### src/rtl/pfe_pkg.sv
package pfe_pkg;
  typedef enum logic [1:0] {
    SEL_PERIOD = 2'd0,
    SEL_LENGTH = 2'd1,
    SEL_DELAY  = 2'd2,
    SEL_SPARE  = 2'd3
  } setting_sel_e;

  localparam int unsigned SEL_W = 2;
endpackage

### src/rtl/pfe_settings.sv
module pfe_settings
  import pfe_pkg::*;
#(
  parameter int unsigned          W       = 32,
  parameter logic [W-1:0]         DEF_PER = 4,
  parameter logic [W-1:0]         DEF_LEN = 2,
  parameter logic [W-1:0]         DEF_DLY = 1
) (
  input  logic             clk,
  input  logic             rst,
  input  logic             wr,
  input  logic [SEL_W-1:0] addr,
  input  logic [W-1:0]     wdata,
  output logic [W-1:0]     period,
  output logic [W-1:0]     length,
  output logic [W-1:0]     delay
);
  setting_sel_e sel;
  assign sel = setting_sel_e'(addr);

  always_ff @(posedge clk) begin
    if (rst) begin
      period <= DEF_PER;
      length <= DEF_LEN;
      delay  <= DEF_DLY;
    end else if (wr) begin
      case (sel)
        SEL_PERIOD: period <= wdata;
        SEL_LENGTH: length <= wdata;
        SEL_DELAY:  delay  <= wdata;
        default:    ;
      endcase
    end
  end

  // the spare address leaves every setting untouched
  p_spare_ignored_r2: assert property (@(posedge clk) disable iff (rst)
    (wr && sel == SEL_SPARE) |=> ($stable(period) && $stable(length) && $stable(delay)));

  // a length write lands in the length register
  p_length_write_r2: assert property (@(posedge clk) disable iff (rst)
    (wr && sel == SEL_LENGTH) |=> (length == $past(wdata)));
endmodule

### src/rtl/pfe_frame.sv
module pfe_frame #(
  parameter int unsigned W = 32
) (
  input  logic         clk,
  input  logic         rst,
  input  logic         enable,
  input  logic [W-1:0] period_in,
  output logic         start
);
  logic [W-1:0] pos;
  logic [W-1:0] per_q;
  logic [W-1:0] per_eff;
  logic         running;

  assign per_eff = (per_q == '0) ? {{(W-1){1'b0}}, 1'b1} : per_q;
  assign start   = enable && (!running || (pos >= per_eff - 1'b1));

  always_ff @(posedge clk) begin
    if (rst || !enable) begin
      pos     <= '0;
      per_q   <= '0;
      running <= 1'b0;
    end else if (start) begin
      pos     <= '0;
      per_q   <= period_in;
      running <= 1'b1;
    end else begin
      pos <= pos + 1'b1;
    end
  end

  // the frame position always stays inside the active period
  p_pos_bound_r3: assert property (@(posedge clk) disable iff (rst)
    running |-> (pos < per_eff));

  // disabling parks the frame counter at zero
  p_idle_zero_r9: assert property (@(posedge clk) disable iff (rst)
    !enable |=> (pos == '0 && !running));
endmodule

### src/rtl/pfe_match.sv
module pfe_match #(
  parameter int unsigned W           = 32,
  parameter bit          ZERO_AS_ONE = 1'b0
) (
  input  logic         clk,
  input  logic         rst,
  input  logic         hold,
  input  logic         start,
  input  logic [W-1:0] target_in,
  output logic         level
);
  logic [W-1:0] tgt_q;
  logic [W-1:0] tgt_eff;
  logic [W-1:0] cnt;
  logic         arm;

  generate
    if (ZERO_AS_ONE) begin : g_min_one
      assign tgt_eff = (tgt_q == '0) ? {{(W-1){1'b0}}, 1'b1} : tgt_q;
      assign arm     = 1'b1;
    end else begin : g_zero_off
      assign tgt_eff = tgt_q;
      assign arm     = (target_in != '0);
    end
  endgenerate

  always_ff @(posedge clk) begin
    if (rst || hold) begin
      tgt_q <= '0;
      cnt   <= '0;
      level <= 1'b0;
    end else if (start) begin
      tgt_q <= target_in;
      cnt   <= {{(W-1){1'b0}}, 1'b1};
      level <= arm;
    end else if (level) begin
      if (cnt >= tgt_eff) level <= 1'b0;
      else                cnt   <= cnt + 1'b1;
    end
  end

  // hold forces the level low on the next clock
  p_hold_low_r9: assert property (@(posedge clk) disable iff (rst)
    hold |=> !level);

  // a rollover raises an armed level
  p_start_rises_r3: assert property (@(posedge clk) disable iff (rst)
    (start && arm && !hold) |=> level);

  // an unarmed rollover leaves the level low
  p_zero_silent_r5: assert property (@(posedge clk) disable iff (rst)
    (start && !arm && !hold) |=> !level);

  // no fall before the programmed count is reached
  p_no_early_fall_r4: assert property (@(posedge clk) disable iff (rst)
    (level && !start && !hold && (cnt < tgt_eff)) |=> level);
endmodule

### src/rtl/pulse_frame_engine.sv
module pulse_frame_engine
  import pfe_pkg::*;
#(
  parameter int unsigned  W       = 32,
  parameter logic [W-1:0] DEF_PER = 4,
  parameter logic [W-1:0] DEF_LEN = 2,
  parameter logic [W-1:0] DEF_DLY = 1
) (
  input  logic             clk,
  input  logic             rst,
  input  logic             enable,
  input  logic             host_wr,
  input  logic [SEL_W-1:0] host_addr,
  input  logic [W-1:0]     host_wdata,
  output logic             pulse_out,
  output logic             trig_out
);
  logic [W-1:0] set_period;
  logic [W-1:0] set_length;
  logic [W-1:0] set_delay;
  logic         frame_start;

  pfe_settings #(.W(W), .DEF_PER(DEF_PER), .DEF_LEN(DEF_LEN), .DEF_DLY(DEF_DLY)) u_settings (
    .clk    (clk),
    .rst    (rst),
    .wr     (host_wr),
    .addr   (host_addr),
    .wdata  (host_wdata),
    .period (set_period),
    .length (set_length),
    .delay  (set_delay)
  );

  pfe_frame #(.W(W)) u_frame (
    .clk       (clk),
    .rst       (rst),
    .enable    (enable),
    .period_in (set_period),
    .start     (frame_start)
  );

  pfe_match #(.W(W), .ZERO_AS_ONE(1'b0)) u_length (
    .clk       (clk),
    .rst       (rst),
    .hold      (!enable),
    .start     (frame_start),
    .target_in (set_length),
    .level     (pulse_out)
  );

  pfe_match #(.W(W), .ZERO_AS_ONE(1'b1)) u_delay (
    .clk       (clk),
    .rst       (rst),
    .hold      (!enable),
    .start     (frame_start),
    .target_in (set_delay),
    .level     (trig_out)
  );

  // both outputs go quiet one clock after enable drops
  p_idle_out_r9: assert property (@(posedge clk) disable iff (rst)
    !enable |=> (!pulse_out && !trig_out));

  // each rollover raises the trigger
  p_trig_rise_r7: assert property (@(posedge clk) disable iff (rst)
    frame_start |=> trig_out);
endmodule

### config.mk
export PLATFORM = sky130hd
export DESIGN_NAME = pulse_frame_engine
export DESIGN_NICKNAME = d
export VERILOG_FILES = /design/src/rtl/pfe_pkg.sv /design/src/rtl/pfe_settings.sv /design/src/rtl/pfe_frame.sv /design/src/rtl/pfe_match.sv /design/src/rtl/pulse_frame_engine.sv
export SDC_FILE = /design/constraint.sdc
export NUM_CORES = 1
export LEC_CHECK = 0
export BUFFER_PORTS_ARGS = -buffer_cell sky130_fd_sc_hd__buf_2
export CAP_MARGIN = 25
export CORE_MARGIN = 3
export CORE_UTILIZATION = 60
export DETAILED_ROUTE_END_ITERATION = 10
export PLACE_DENSITY = 0.77
export SLEW_MARGIN = 20
export SYNTH_ARGS = -nofsm -noshare
export SYNTH_HDL_FRONTEND = slang
export SYNTH_SLANG_ARGS = --single-unit
### constraint.sdc
create_clock -name clk -period 7.3 [get_ports clk]
set_input_delay 1.46 -clock clk [delete_from_list [all_inputs] [get_ports clk]]
set_output_delay 1.46 -clock clk [all_outputs]
set_load 0.1 [all_outputs]
* After elaboration in Yosys (flattened, before gate mapping) *
Index checks and enable logic that the tools add are counted.

cells by class
  $add $sub $neg = 4
  $lt $le $gt $ge = 3
  equal/unequal tests = 4
  multiplexer cells = 14
  bitwise gates (word level) = 2
  reductions and logical operators = 19

operator list
  operator                                             number
  adder 32 x 1 -> 32 bit (second input constant)       3
  greater-or-equal comparator 32 bit                   3
  zero test 32 bit                                     2
  2-to-1 mux 32 bit                                    2
  nonzero test 32 bit                                  1
  subtractor 32 x 1 -> 32 bit (second input constant)  1
  AND reduction 2 bit                                  7
  2-to-1 mux 1 bit                                     12
  != test 2 bit (second input constant)                2
  nonzero test 2 bit                                   2
  == test 2 x 1 -> 1 bit (second input constant)       1
  == test 2 bit (second input constant)                1
  zero test 1 bit                                      2
  zero test 2 bit                                      1
  logical OR 1 bit                                     2
  NOT 1 bit                                            2
  OR reduction 2 bit                                   1
  logical AND 1 bit                                    1

storage, ports and cells
  flip-flop bits (word level) = 291

* Depth between registers and ports, before layout *
Gate-level depths: netlist of the first run.

  word-level depth = 8
  depth in mapped cells = 21
  gate-level depth less buffers = 19

* By module *
From an unflattened synthesis of the first run, not the netlist that was laid out.

unflattened totals
  cell total of the unflattened synthesis = 1,689
  area, all modules = 15,230.9 µm²

by module, submodules not included
  module                 instances  cells an instance  area each (µm²)
  pfe_frame              1          467                3,950.0
  pfe_settings           1          354                3,901.2
  pfe_match at u_delay   1          437                3,716.1
  pfe_match at u_length  1          430                3,659.8
  pulse_frame_engine     1          1                  3.8

* Worst setup path after synthesis of the first run *
OpenSTA, ideal clock, no wires.

  kind = flip-flop to flip-flop
  start = register u_frame.per_q[23]
  end = register u_delay.tgt_q[19]
  setup time = 132 ps
  arrival time = 4,123 ps
  data required time = 7,168 ps
  slack = 3,044 ps
  stages on the path, launching flop included = 21
  clock period less this slack = 4,256 ps
  cells stage by stage = dfxtp_1 -> or4_1 -> nor4b_1 -> nand4_1 -> nor3_1 -> nor2_1 -> ha_1 -> nand2_1 -> nor2_1 -> nand2_1 -> nor3_1 -> xnor2_1 -> ha_1 -> and4_1 -> a221o_1 -> a221oi_1 -> o21ai_1 -> clkbuf_1 -> clkbuf_1 -> nand2_1 -> a21oi_1

between the ends
  cells in the longest elaborated chain, start to end = 6

ends and longest elaborated chain
  element                                 RTL line         text
  start, declared                         pfe_frame.sv:11  logic [W-1:0] per_q;
  start signal, assigned                  pfe_frame.sv:25  per_q <= period_in;
  zero test 32 bit                        pfe_frame.sv:15  assign per_eff = (per_q == '0) ? {{(W-1){1'b0}}, 1'b1} : per_q;
  2-to-1 mux 32 bit (*)                   pfe_frame.sv:15
  subtractor 32 x 1 -> 32 bit (*)         pfe_frame.sv:16  assign start = enable && (!running || (pos >= per_eff - 1'b1));
  greater-or-equal comparator 32 bit (*)  pfe_frame.sv:16
  logical OR 1 bit (*)                    pfe_frame.sv:16
  logical AND 1 bit (*)                   pfe_frame.sv:16
  end signal, assigned                    pfe_match.sv:33  tgt_q <= target_in;
  end, declared                           pfe_match.sv:12  logic [W-1:0] tgt_q;

Mark *: on every way between the ends. The rest lies on a longest branch, timed or not.
A chain may end at the register's enable or synchronous reset.

* Final worst setup path of the first run *
  start = register u_frame.per_q[23]
  end = register u_delay.tgt_q[1]

The elaborated chain is that of the path after synthesis.

==> run_results.csv, run 1 <==
group,metric,value,unit
status,outcome,"finished clean",
yosys,synth_nets,1940,
sta,fin_crit_sh,73.6,%
yosys,yosys_warnings,0,
pwr,power.share.switching,24.2,%
worst_setup_path,crit_path_max_fanout,54,
global_route,grt_use_total,25.3,%
pwr,seqPwrFrac,45.3,%
global_route,grt_max_degree,102,
pwr,p_comb_share,8.5,%
clocking,tritoncts,"done",
yosys,synth_cell_types,62,
floorplan,die_h,160,microns
yosys,synth_flop_cell,"dfxtp_1",
global_route,grt.overflow.total,0,
sta,hold_viol_final,0,
sta,rsz0062_at_grt,"no",
clocking,cts_setup_buffers,0,
sta,setup_violations,0,
yosys,synth_area,14200,sq um
pwr,p_sw,871,uW
sta,timing.hold.ws,0.449,ns
sta,tns,0,ns
clocking,cts.path.max_buffers,3,
routing,viasPerCell,5.81,
pwr,peakVddDrop,0.203,mV
clocking,cts-root-buf,"clkbuf_16",
global_route,grt_pass1_vias,11500,
place,io_buffer_count,39,
worst_setup_path,rrSetupSlack,1.93,ns
min_path,min_from,"u_length.tgt_eff[21]",
clocking,hold_buffers,0,
sta,relSlewSlack,31.3,%
place,routabilityCongestion,0.864,
worst_setup_path,cp-start-kind,"flip-flop",
pwr,clkPwrFrac,46.2,%
floorplan,std_cell_rows,55,
clocking,cts_resized,0,
clocking,cts.reportedPaths.clkPinSlew,0.06,ns
sta,layout_setup_ws,1.93,ns
sta,finalCriticalPeriod,5.37,ns
pwr,cellLeakagePower,0.00553,uW
pwr,p_int,2730,uW
worst_setup_path,cp-end-kind,"flip-flop",
cells_and_area,layout.nets,1936,
yosys,ys_async_sr_fraction,0,%
pwr,totalPowerFinal,3600,uW
worst_setup_path,critPathRequiredTime,7.80,ns
clocking,numClockSinks,291,
worst_setup_path,cp_slowest_cell,"or4_1",
global_route,antenna_found_initial,2,
routing,wire_per_inst,15.8,microns
worst_setup_path,timing.rr.end,"u_delay.tgt_q[1]",
sta,drv_slew,0,
min_path,min_delay_path_depth,2,
sta,fin_worst_skew,0.0209,ns
yosys,postSynthAreaPerCell,7.87,sq um
floorplan,die_area,25500,sq um
place,place_worst_setup_slack,1.74,ns
clocking,insertion_delay,0.58,ns
cells_and_area,drive_gt1_share,6.86,%
worst_setup_path,cp_data_arrival_time,5.88,ns
cells_and_area,num-fill-cells,1925,
min_path,hp-class,"flip-flop to flip-flop",
yosys,synth-edff-count,0,
routing,wl,33.7,mm
global_route,grt_pass1_wl,55.2,mm
routing,first_iter_violations,1081,
min_path,hold_path_end,"u_length.tgt_eff[21]",
worst_setup_path,cpMostUsedCell,"nand2_1",
job,maxCapViolCount,0,
yosys,ys_ff_latch,291,
cells_and_area,area_growth,10.6,%
worst_setup_path,timing.rr.start,"u_frame.per_q[23]",
clocking,cts-buffers-inserted,31,
floorplan,die_width,160,microns
worst_setup_path,critical_path_class,"flip-flop to flip-flop",
floorplan,io_pins,40,
yosys,synth.yosys.seq_area_share,41.1,%
pwr,power_density,230,nW/um^2
routing,vias,12400,
sta,timing.fmax,186,MHz
clocking,cts_max_level,1,
sta,worstMarginPinSlew,1.03,ns
routing,drc_errors,0,
routing,postRouteAntennaNets,0,
floorplan,floorplan.initialDensity,61.9,%
worst_setup_path,crit_chain,"or4_1 > nor4b_1 > nand4_1 > nor3_1 > nor2_1 > ha_1 > nand2_1 > nor2_1 > nand2_1 > nor3_1 > xnor2_1 > ha_1 > and4_1 > a221o_1 > a221oi_1 > o21a_4 > buf_4 > buf_12 > nand2_1 > a21oi_1",
yosys,netlist_instances,1802,
place,hpwlAfterDp,23.4,mm
worst_setup_path,reg2reg_depth,20,
routing,first_pass_iters,6,
floorplan,core,22900,sq um
worst_setup_path,max_stage_delay,0.60,ns
==> cell usage after synthesis (2+ instances only) <==
| library cell | number | area (sq um) |
|---|---|---|
| nor2b_1 | 4 | 25.0 |
| nor4_1 | 39 | 244 |
| clkbuf_1 | 77 | 289 |
| or3_1 | 15 | 93.8 |
| and3_1 | 20 | 125 |
| a21o_1 | 10 | 75.1 |
| nand4_1 | 52 | 325 |
| dfxtp_1 | 291 | 5830 |
| o21ai_0 | 33 | 165 |
| nand2_1 | 435 | 1630 |
| and3b_1 | 2 | 17.5 |
| a211oi_1 | 7 | 52.6 |
| nand3_1 | 42 | 210 |
| nand3b_1 | 9 | 67.6 |
| nand4b_1 | 5 | 43.8 |
| or4_1 | 12 | 90.1 |
| nor4b_1 | 5 | 43.8 |
| a2111oi_0 | 2 | 17.5 |
| o21ai_1 | 2 | 10.0 |
| and4_1 | 15 | 131 |
| a211oi_2 | 2 | 25.0 |
| o211ai_1 | 2 | 15.0 |
| nor2_1 | 101 | 379 |
| nand2b_1 | 5 | 31.3 |
| a31oi_1 | 3 | 18.8 |
| nor3_1 | 29 | 145 |
| nor3b_1 | 2 | 15.0 |
| xnor2_1 | 49 | 429 |
| o2111ai_1 | 2 | 17.5 |
| ha_1 | 100 | 1250 |
| xor2_1 | 36 | 315 |
| a21oi_1 | 247 | 1240 |
| buf_2 | 12 | 60.1 |
| o41ai_1 | 2 | 17.5 |
| o21a_1 | 7 | 52.6 |
| o31ai_1 | 9 | 67.6 |
| a31o_2 | 5 | 43.8 |
| inv_1 | 83 | 312 |
| and2_1 | 6 | 37.5 |
==> cell families after synthesis <==
family                   count (synthesis)  synth area share, %
XOR/XNOR                                85                 5.25
buffers and inverters                  174                 4.77
AND/OR/NAND/NOR                        804                 26.2
flip-flops                             291                 41.1
adder cells (fa/ha/maj)                100                 8.83
AO/OA/AOI/OAI                          347                 13.8
multiplexers                             1               0.0706
==> metrics by stage <==
step                utilization, %  std cells  cell area (sq um)
detailed placement            63.6       2077              14600
finish                        68.4       2136              15700
floorplan                        -       1802              14200
CTS                           68.3       2133              15700
global route                  68.4       2136              15700
global placement              63.3       2074              14500
==> layout make-up <==
cell class	count	area [sq um]	share of cell area, %
clock buffer	41	863	5.51
timing repair buffer	54	348	2.22
clock inverter	15	230	1.47
multi-input combinational	1337	7710	49.1
antenna	2	5.00	0.0319
inverter	83	312	1.99
tap	313	392	2.50
sequential	291	5830	37.1
==> registers in the layout, indices dropped and copies added, names as in the netlist, 32 cells and up <==
name               cells
u_frame.per_q         32
u_delay.cnt           32
u_length.cnt          32
u_length.tgt_eff      32
u_delay.tgt_q         32
u_settings.period     32
u_frame.pos           32
u_settings.delay      32
u_settings.length     32
==> placed cells by master (no fill, tap or decap), types with 4 or more instances in the layout <==
cell       instances
nor4b_1            5
nor2_1           101
xor2_1            36
dfxtp_1          291
ha_1             100
o21a_1             6
buf_4             11
buf_2             39
and2_1             6
or3_1             15
a21o_1            10
or4_1             12
clkinv_2           7
and4_1            15
nand2b_1           4
nand4_1           52
clkbuf_1           5
a211oi_1           7
bufinv_16          5
nand4b_1           5
nand3b_1           9
clkbuf_16         31
inv_1             83
and3_1            20
a21oi_1          247
xnor2_1           49
a31o_2             5
o21ai_0           33
o31ai_1            9
nand2_1          434
nor2b_1            4
nor4_1            39
nor3_1            29
clkbuf_8           5
nand3_1           42
==> worst max-delay path, delay by kind of cell, from the launching register on <==
kind	cells	cell delay (ns)
simple gates	11	2.29
compound gates	4	1.19
buf+inv	2	0.76
xor+xnor	1	0.13
flops	1	0.36
fa+ha+maj	2	0.53
==> worst max path at each step <==
stage,from,end,depth (start not counted)
finish,u_frame.per_q[23],u_delay.tgt_q[1],20
CTS,u_frame.per_q[23],u_frame.per_q[7],19
floorplan,u_frame.per_q[23],u_delay.tgt_q[19],20
detailed placement,u_frame.per_q[23],u_length.level,19
global route,u_frame.per_q[23],u_frame.per_q[29],21
global placement,u_frame.per_q[23],u_length.level,20
==> per-layer routing <==
layer / wire length, microns / global-route usage, %
met1: 15100 / 35.3
met2: 15700 / 42.0
met3: 2250 / 3.40
met4: 656 / 5.81
met5: 0 / 0
==> power by group through the flow <==
stage | combinational [uW] | clock (uW) | sequential [uW]
floorplan | 216 | 0 | 1670
global placement | 293 | 0 | 1670
detailed placement | 302 | 0 | 1670
CTS | 303 | 1680 | 1630
global route | 341 | 1740 | 1630
finish | 306 | 1660 | 1630
Note: power is estimated with default switching activity, not from simulation.
==> inputs of run 2 (changes only) <==
- clock period: 7.3 -> 5.1 ns (I/O delays scaled with it)
==> run 2 against run 1 <==
  * Global-route usage grew 1.3 points
  * First-iteration DRC count grew 19%
  * Routed wire length grew 4.1%
  * Sequential share of layout area is essentially flat
  * Critical endpoint is now u_length.cnt[30]
  * Register-to-register slack lost 1.6 ns
==> run_results.csv, run 2 (synthesized netlist as in run 1, its figures left out) <==
group,metric,value,unit
status,outcome,"finished clean",
floorplan,io_pins,40,
cells_and_area,final_cells,2138,
pwr,peakVddDrop,0.269,mV
worst_setup_path,path_depth,20,
global_route,grt.overflow.total,0,
place,routabilityCongestion,0.884,
worst_setup_path,critPathRequiredTime,5.60,ns
clocking,cts-root-buf,"clkbuf_16",
pwr,power_density,322,nW/um^2
floorplan,core,22900,sq um
routing,wl,35.1,mm
floorplan,die_area,25500,sq um
worst_setup_path,crit_chain,"or4_1 > nor4b_2 > nand4_1 > nor3_2 > nor2_1 > ha_1 > nand2_1 > nor2_1 > nand2_1 > xor2_1 > ha_1 > or4_1 > a21oi_1 > o21ai_0 > a221oi_1 > buf_4 > o21a_4 > nand2_2 > buf_4 > o21ba_2",
cells_and_area,final_common_cell,"nand2_1",
worst_setup_path,timing.rr.end,"u_length.cnt[30]",
sta,finalCriticalPeriod,4.77,ns
floorplan,floorplan.initialDensity,61.9,%
worst_setup_path,cp_slowest_cell,"or4_1",
routing,wire_per_inst,16.4,microns
sta,timing.hold.ws,0.451,ns
routing,first_pass_iters,6,
worst_setup_path,cp_num_buf_inv,2,
sta,layout_setup_ws,0.325,ns
cells_and_area,area_growth,10.5,%
cells_and_area,utilization,68.4,%
cells_and_area,drive_gt1_share,7.29,%
sta,tns,0,ns
sta,relSlewSlack,32.8,%
job,maxCapViolCount,0,
worst_setup_path,cp_data_arrival_time,5.27,ns
sta,timing.fmax,209,MHz
global_route,grt_pass1_vias,11800,
worst_setup_path,rrSetupSlack,0.33,ns
clocking,tritoncts,"done",
routing,viasPerCell,5.90,
sta,hold_viol_final,0,
min_path,hp-class,"flip-flop to flip-flop",
worst_setup_path,reg2reg_depth,20,
place,place_worst_setup_slack,0.177,ns
clocking,cts-buffers-inserted,30,
routing,drc_errors,0,
sta,fin_worst_skew,0.0211,ns
routing,postRouteAntennaNets,0,
sta,setup_violations,0,
worst_setup_path,cp-end-kind,"flip-flop",
clocking,insertion_delay,0.57,ns
clocking,cts_max_level,1,
global_route,antenna_found_initial,0,
global_route,grt_use_total,26.6,%
sta,fin_crit_sh,93.6,%
global_route,grt_pass1_wl,57.6,mm
clocking,hold_buffers,0,
cells_and_area,final_cell_mix,"nand2_1 (434), dfxtp_1 (291), a21oi_1 (247)",
global_route,grt_max_degree,98,
worst_setup_path,crit_path_max_fanout,26,
floorplan,std_cell_rows,55,
sta,rsz0062_at_grt,"no",
worst_setup_path,timing.rr.start,"u_frame.per_q[23]",
worst_setup_path,cp-endpoint,"u_length.cnt[30]",
pwr,cellLeakagePower,0.00553,uW
place,io_buffer_count,39,
worst_setup_path,cp-start-kind,"flip-flop",
routing,vias,12600,
worst_setup_path,startpoint,"u_frame.per_q[23]",
place,hpwlAfterDp,24.3,mm
sta,drv_slew,0,
routing,first_iter_violations,1281,
worst_setup_path,critical_path_class,"flip-flop to flip-flop",
cells_and_area,antennaDiodeCount,0,
worst_setup_path,max_stage_delay,0.61,ns
place,place_inst,2078,
floorplan,die_width,160,microns
floorplan,die_h,160,microns
clocking,numClockSinks,291,
clocking,cts.path.max_buffers,3,
worst_setup_path,critPathTopFamily,"simple AND/OR/NAND/NOR gates",
sta,worstMarginPinSlew,1.01,ns
clocking,cts.reportedPaths.clkPinSlew,0.06,ns
cells_and_area,layout.nets,1940,
-- run 2: power by group --
| group | leakage, uW | total, uW | switching (uW) | internal [uW] |
|---|---|---|---|---|
| clock network | 0.000508 | 2250 | 908 | 1340 |
| logic | 0.00267 | 452 | 296 | 156 |
| registers | 0.00235 | 2340 | 28.0 | 2310 |
| total | 0.00553 | 5040 | 1230 | 3810 |
-- run 2: what timing repair did --
item                                    CTS  global route
endpoints found under the setup margin    0           179
setup buffers                             0             4
resized for setup                         0             6
-- run 2: worst reg2reg max path: cells and delay by family, from the launching register on --
family / cells / cell delay (ns)
simple gates: 10 / 2.42
xor+xnor: 1 / 0.09
fa+ha+maj: 2 / 0.41
compound gates: 5 / 1.03
buf+inv: 2 / 0.42
flops: 1 / 0.36
-- run 2: how the worst min path moves through the flow --
| stage | to | slack, ns | cells past startpoint | startpoint |
|---|---|---|---|---|
| after detailed placement | u_length.tgt_eff[11] | 0.44 | 2 | u_length.tgt_eff[11] |
| after floorplan | u_length.tgt_eff[10] | 0.43 | 2 | u_length.tgt_eff[10] |
| after global routing | u_delay.tgt_q[19] | 0.47 | 2 | u_settings.delay[19] |
| after CTS | u_delay.tgt_q[16] | 0.45 | 2 | u_settings.delay[16] |
| after global placement | u_length.tgt_eff[21] | 0.44 | 2 | u_length.tgt_eff[21] |
| final | u_length.tgt_eff[11] | 0.45 | 2 | u_length.tgt_eff[11] |
-- run 2: through the flow --
step	total power (uW)	cell area [sq um]
detailed placement	2820	14600
global placement	2810	14600
floorplan	2690	14200
finish	5040	15700
global route	5210	15700
CTS	5050	15600
-- run 2: layout make-up --
class                      instances  area, sq um
multi-input combinational       1337         7720
timing repair buffer              59          399
clock inverter                    15          186
tap                              313          392
clock buffer                      40          828
fill                            1917         7250
inverter                          83          312
sequential                       291         5830
-- run 2: routing by layer --
metal / vias to the layer above / routed length (microns) / global-route usage, %
met5: - / 0 / 0
met4: 0 / 699 / 6.17
met3: 65 / 2460 / 4.15
met2: 386 / 16400 / 44.5
met1: 5948 / 15500 / 36.5
li1: 6211 / - / -
==> inputs of run 3 (changes only) <==
- clock period: 5.1 -> 5.23 ns (I/O delays scaled with it)
==> run 3 against run 2 <==
  * Global-route usage about the same
  * Non-clock buffer count down 4
  * Critical endpoint is now u_frame.per_q[11]
  * Critical path type unchanged
  * Final cell count fell by 0.14%
  * Worst hold slack improved by 0.0011 ns
  * Core utilization increased by 0.34 points
  * Die area unchanged
  * Total power grew 1.9%
==> run_results.csv, run 3 (synthesized netlist as in run 1, its figures left out) <==
group,metric,value,unit
floorplan,die_h,160,microns
worst_setup_path,critPathTopFamily,"simple AND/OR/NAND/NOR gates",
sta,relSlewSlack,34.1,%
worst_setup_path,crit_path_max_fanout,97,
global_route,grt_use_total,26.7,%
pwr,p_int,3890,uW
job,maxCapViolCount,0,
sta,layout_setup_ws,0.408,ns
min_path,hp-class,"flip-flop to flip-flop",
sta,drv_slew,0,
routing,first_pass_iters,6,
pwr,seqPwrFrac,44.4,%
routing,vias,12600,
place,routabilityCongestion,0.949,
worst_setup_path,cp_num_buf_inv,2,
cells_and_area,antennaDiodeCount,0,
worst_setup_path,cp_slowest_cell,"or4_1",
pwr,totalPowerFinal,5130,uW
clocking,cts.path.max_buffers,3,
worst_setup_path,cp-end-kind,"flip-flop",
cells_and_area,final_cells,2135,
place,hpwlAfterDp,24.3,mm
worst_setup_path,rrSetupSlack,0.41,ns
clocking,tritoncts,"done",
floorplan,die_area,25500,sq um
floorplan,floorplan.initialDensity,61.9,%
pwr,power.share.switching,24.2,%
pwr,p_comb_share,8.5,%
sta,finalCriticalPeriod,4.82,ns
place,placed_area,14600,sq um
floorplan,io_pins,40,
place,place_inst,2078,
global_route,grt_pass1_vias,11800,
place,place_worst_setup_slack,0.171,ns
sta,timing.fmax,207,MHz
place,io_buffer_count,39,
routing,drc_errors,0,
pwr,clkPwrFrac,47.1,%
clocking,cts-buffers-inserted,31,
worst_setup_path,cpMostUsedCell,"nand2_1",
floorplan,std_cell_rows,55,
floorplan,die_width,160,microns
sta,setup_violations,0,
global_route,grt.overflow.total,0,
clocking,numClockSinks,291,
sta,hold_viol_final,0,
status,outcome,"finished clean",
routing,first_iter_violations,1047,
cells_and_area,layout.nets,1937,
pwr,cellLeakagePower,0.00556,uW
clocking,cts.reportedPaths.clkPinSlew,0.06,ns
sta,rsz0062_at_grt,"no",
clocking,cts_max_level,1,
floorplan,core,22900,sq um
global_route,antenna_found_initial,0,
worst_setup_path,critPathRequiredTime,5.65,ns
routing,wire_per_inst,16.4,microns
global_route,grt_pass1_wl,57.9,mm
sta,worstMarginPinSlew,0.989,ns
cells_and_area,fin_area,15700,sq um
sta,fin_crit_sh,92.2,%
cells_and_area,area_growth,11.1,%
worst_setup_path,critical_path_class,"flip-flop to flip-flop",
worst_setup_path,max_stage_delay,0.63,ns
cells_and_area,drive_gt1_share,7.19,%
sta,tns,0,ns
worst_setup_path,crit_chain,"or4_1 > nor2_1 > nand4_1 > nor3_1 > nor2_1 > ha_1 > nand2_1 > nor2_1 > nand2_1 > nor3_1 > xnor2_1 > ha_1 > a21oi_1 > nand2_1 > a221o_1 > a221oi_2 > buf_4 > o21ai_4 > buf_12 > nand2_1 > a21oi_1",
pwr,p_sw,1240,uW
pwr,peakVddDrop,0.250,mV
clocking,cts-root-buf,"clkbuf_16",
cells_and_area,final_cell_mix,"nand2_1 (434), dfxtp_1 (291), a21oi_1 (247)",
sta,fin_worst_skew,0.0171,ns
worst_setup_path,cp-start-kind,"flip-flop",
cells_and_area,final_common_cell,"nand2_1",
global_route,grt_max_degree,98,
clocking,hold_buffers,0,
pwr,power_density,326,nW/um^2
clocking,insertion_delay,0.57,ns
worst_setup_path,cp_data_arrival_time,5.24,ns
routing,wl,34.9,mm
cells_and_area,num-fill-cells,1893,
routing,viasPerCell,5.90,
routing,postRouteAntennaNets,0,
[run 3: cell count changes in the layout (fill, tap and decap cells not counted), sizes merged]
cell / change
clkinv: -8
buf: -4
clkbuf: +4
clkinvlp: +2
inv: +2
bufinv: +1
[run 3: layout make-up]
class	count	area, sq um	area share (%)
sequential	291	5830	37.0
clock buffer	44	935	5.94
timing repair buffer	55	354	2.25
multi-input combinational	1337	7710	49.0
inverter	83	312	1.98
clock inverter	12	213	1.35
tap	313	392	2.49
[run 3: worst min-delay path: cells and delay by family, from the launching register on]
family / cells / cell delay [ns]
flops: 1 / 0.31
simple gates: 1 / 0.05
compound gates: 1 / 0.05
[run 3: metal layers]
metal,track usage [%],share of wire [%]
met1,37.8,46
met2,43.1,45
met3,3.63,6.8
met4,6.65,2.1
met5,0,0
[run 3: metrics by stage]
stage | utilization (%) | hold WS (ns)
6_report | 68.7 | 0.452
3_5_place_dp | 63.6 | 0.444
4_1_cts | 68.6 | 0.453
5_1_grt | 68.7 | 0.473
3_3_place_gp | 63.5 | 0.440
2_1_floorplan | - | 0.432
[run 3: power by group through the flow]
stage | sequential, uW | combinational [uW] | clock, uW
final | 2280 | 436 | 2420
after global routing | 2280 | 489 | 2540
after CTS | 2280 | 428 | 2440
after detailed placement | 2330 | 425 | 0
after global placement | 2330 | 415 | 0
after floorplan | 2330 | 302 | 0
[run 3: final timing paths]
kind                                      startpoint              endpoint  depth (start not counted)
worst max-delay path               u_frame.per_q[10]     u_frame.per_q[11]                         21
worst min-delay path            u_length.tgt_eff[31]  u_length.tgt_eff[31]                          2
worst max register to register     u_frame.per_q[10]     u_frame.per_q[11]                         21
worst min register to register  u_length.tgt_eff[31]  u_length.tgt_eff[31]                          2
[run 3: timing repair]
item | CTS | global route
setup buffers | 0 | 1
resized for setup | 0 | 4
endpoints found under the hold margin | 0 | 0
setup endpoints to repair | 0 | 194
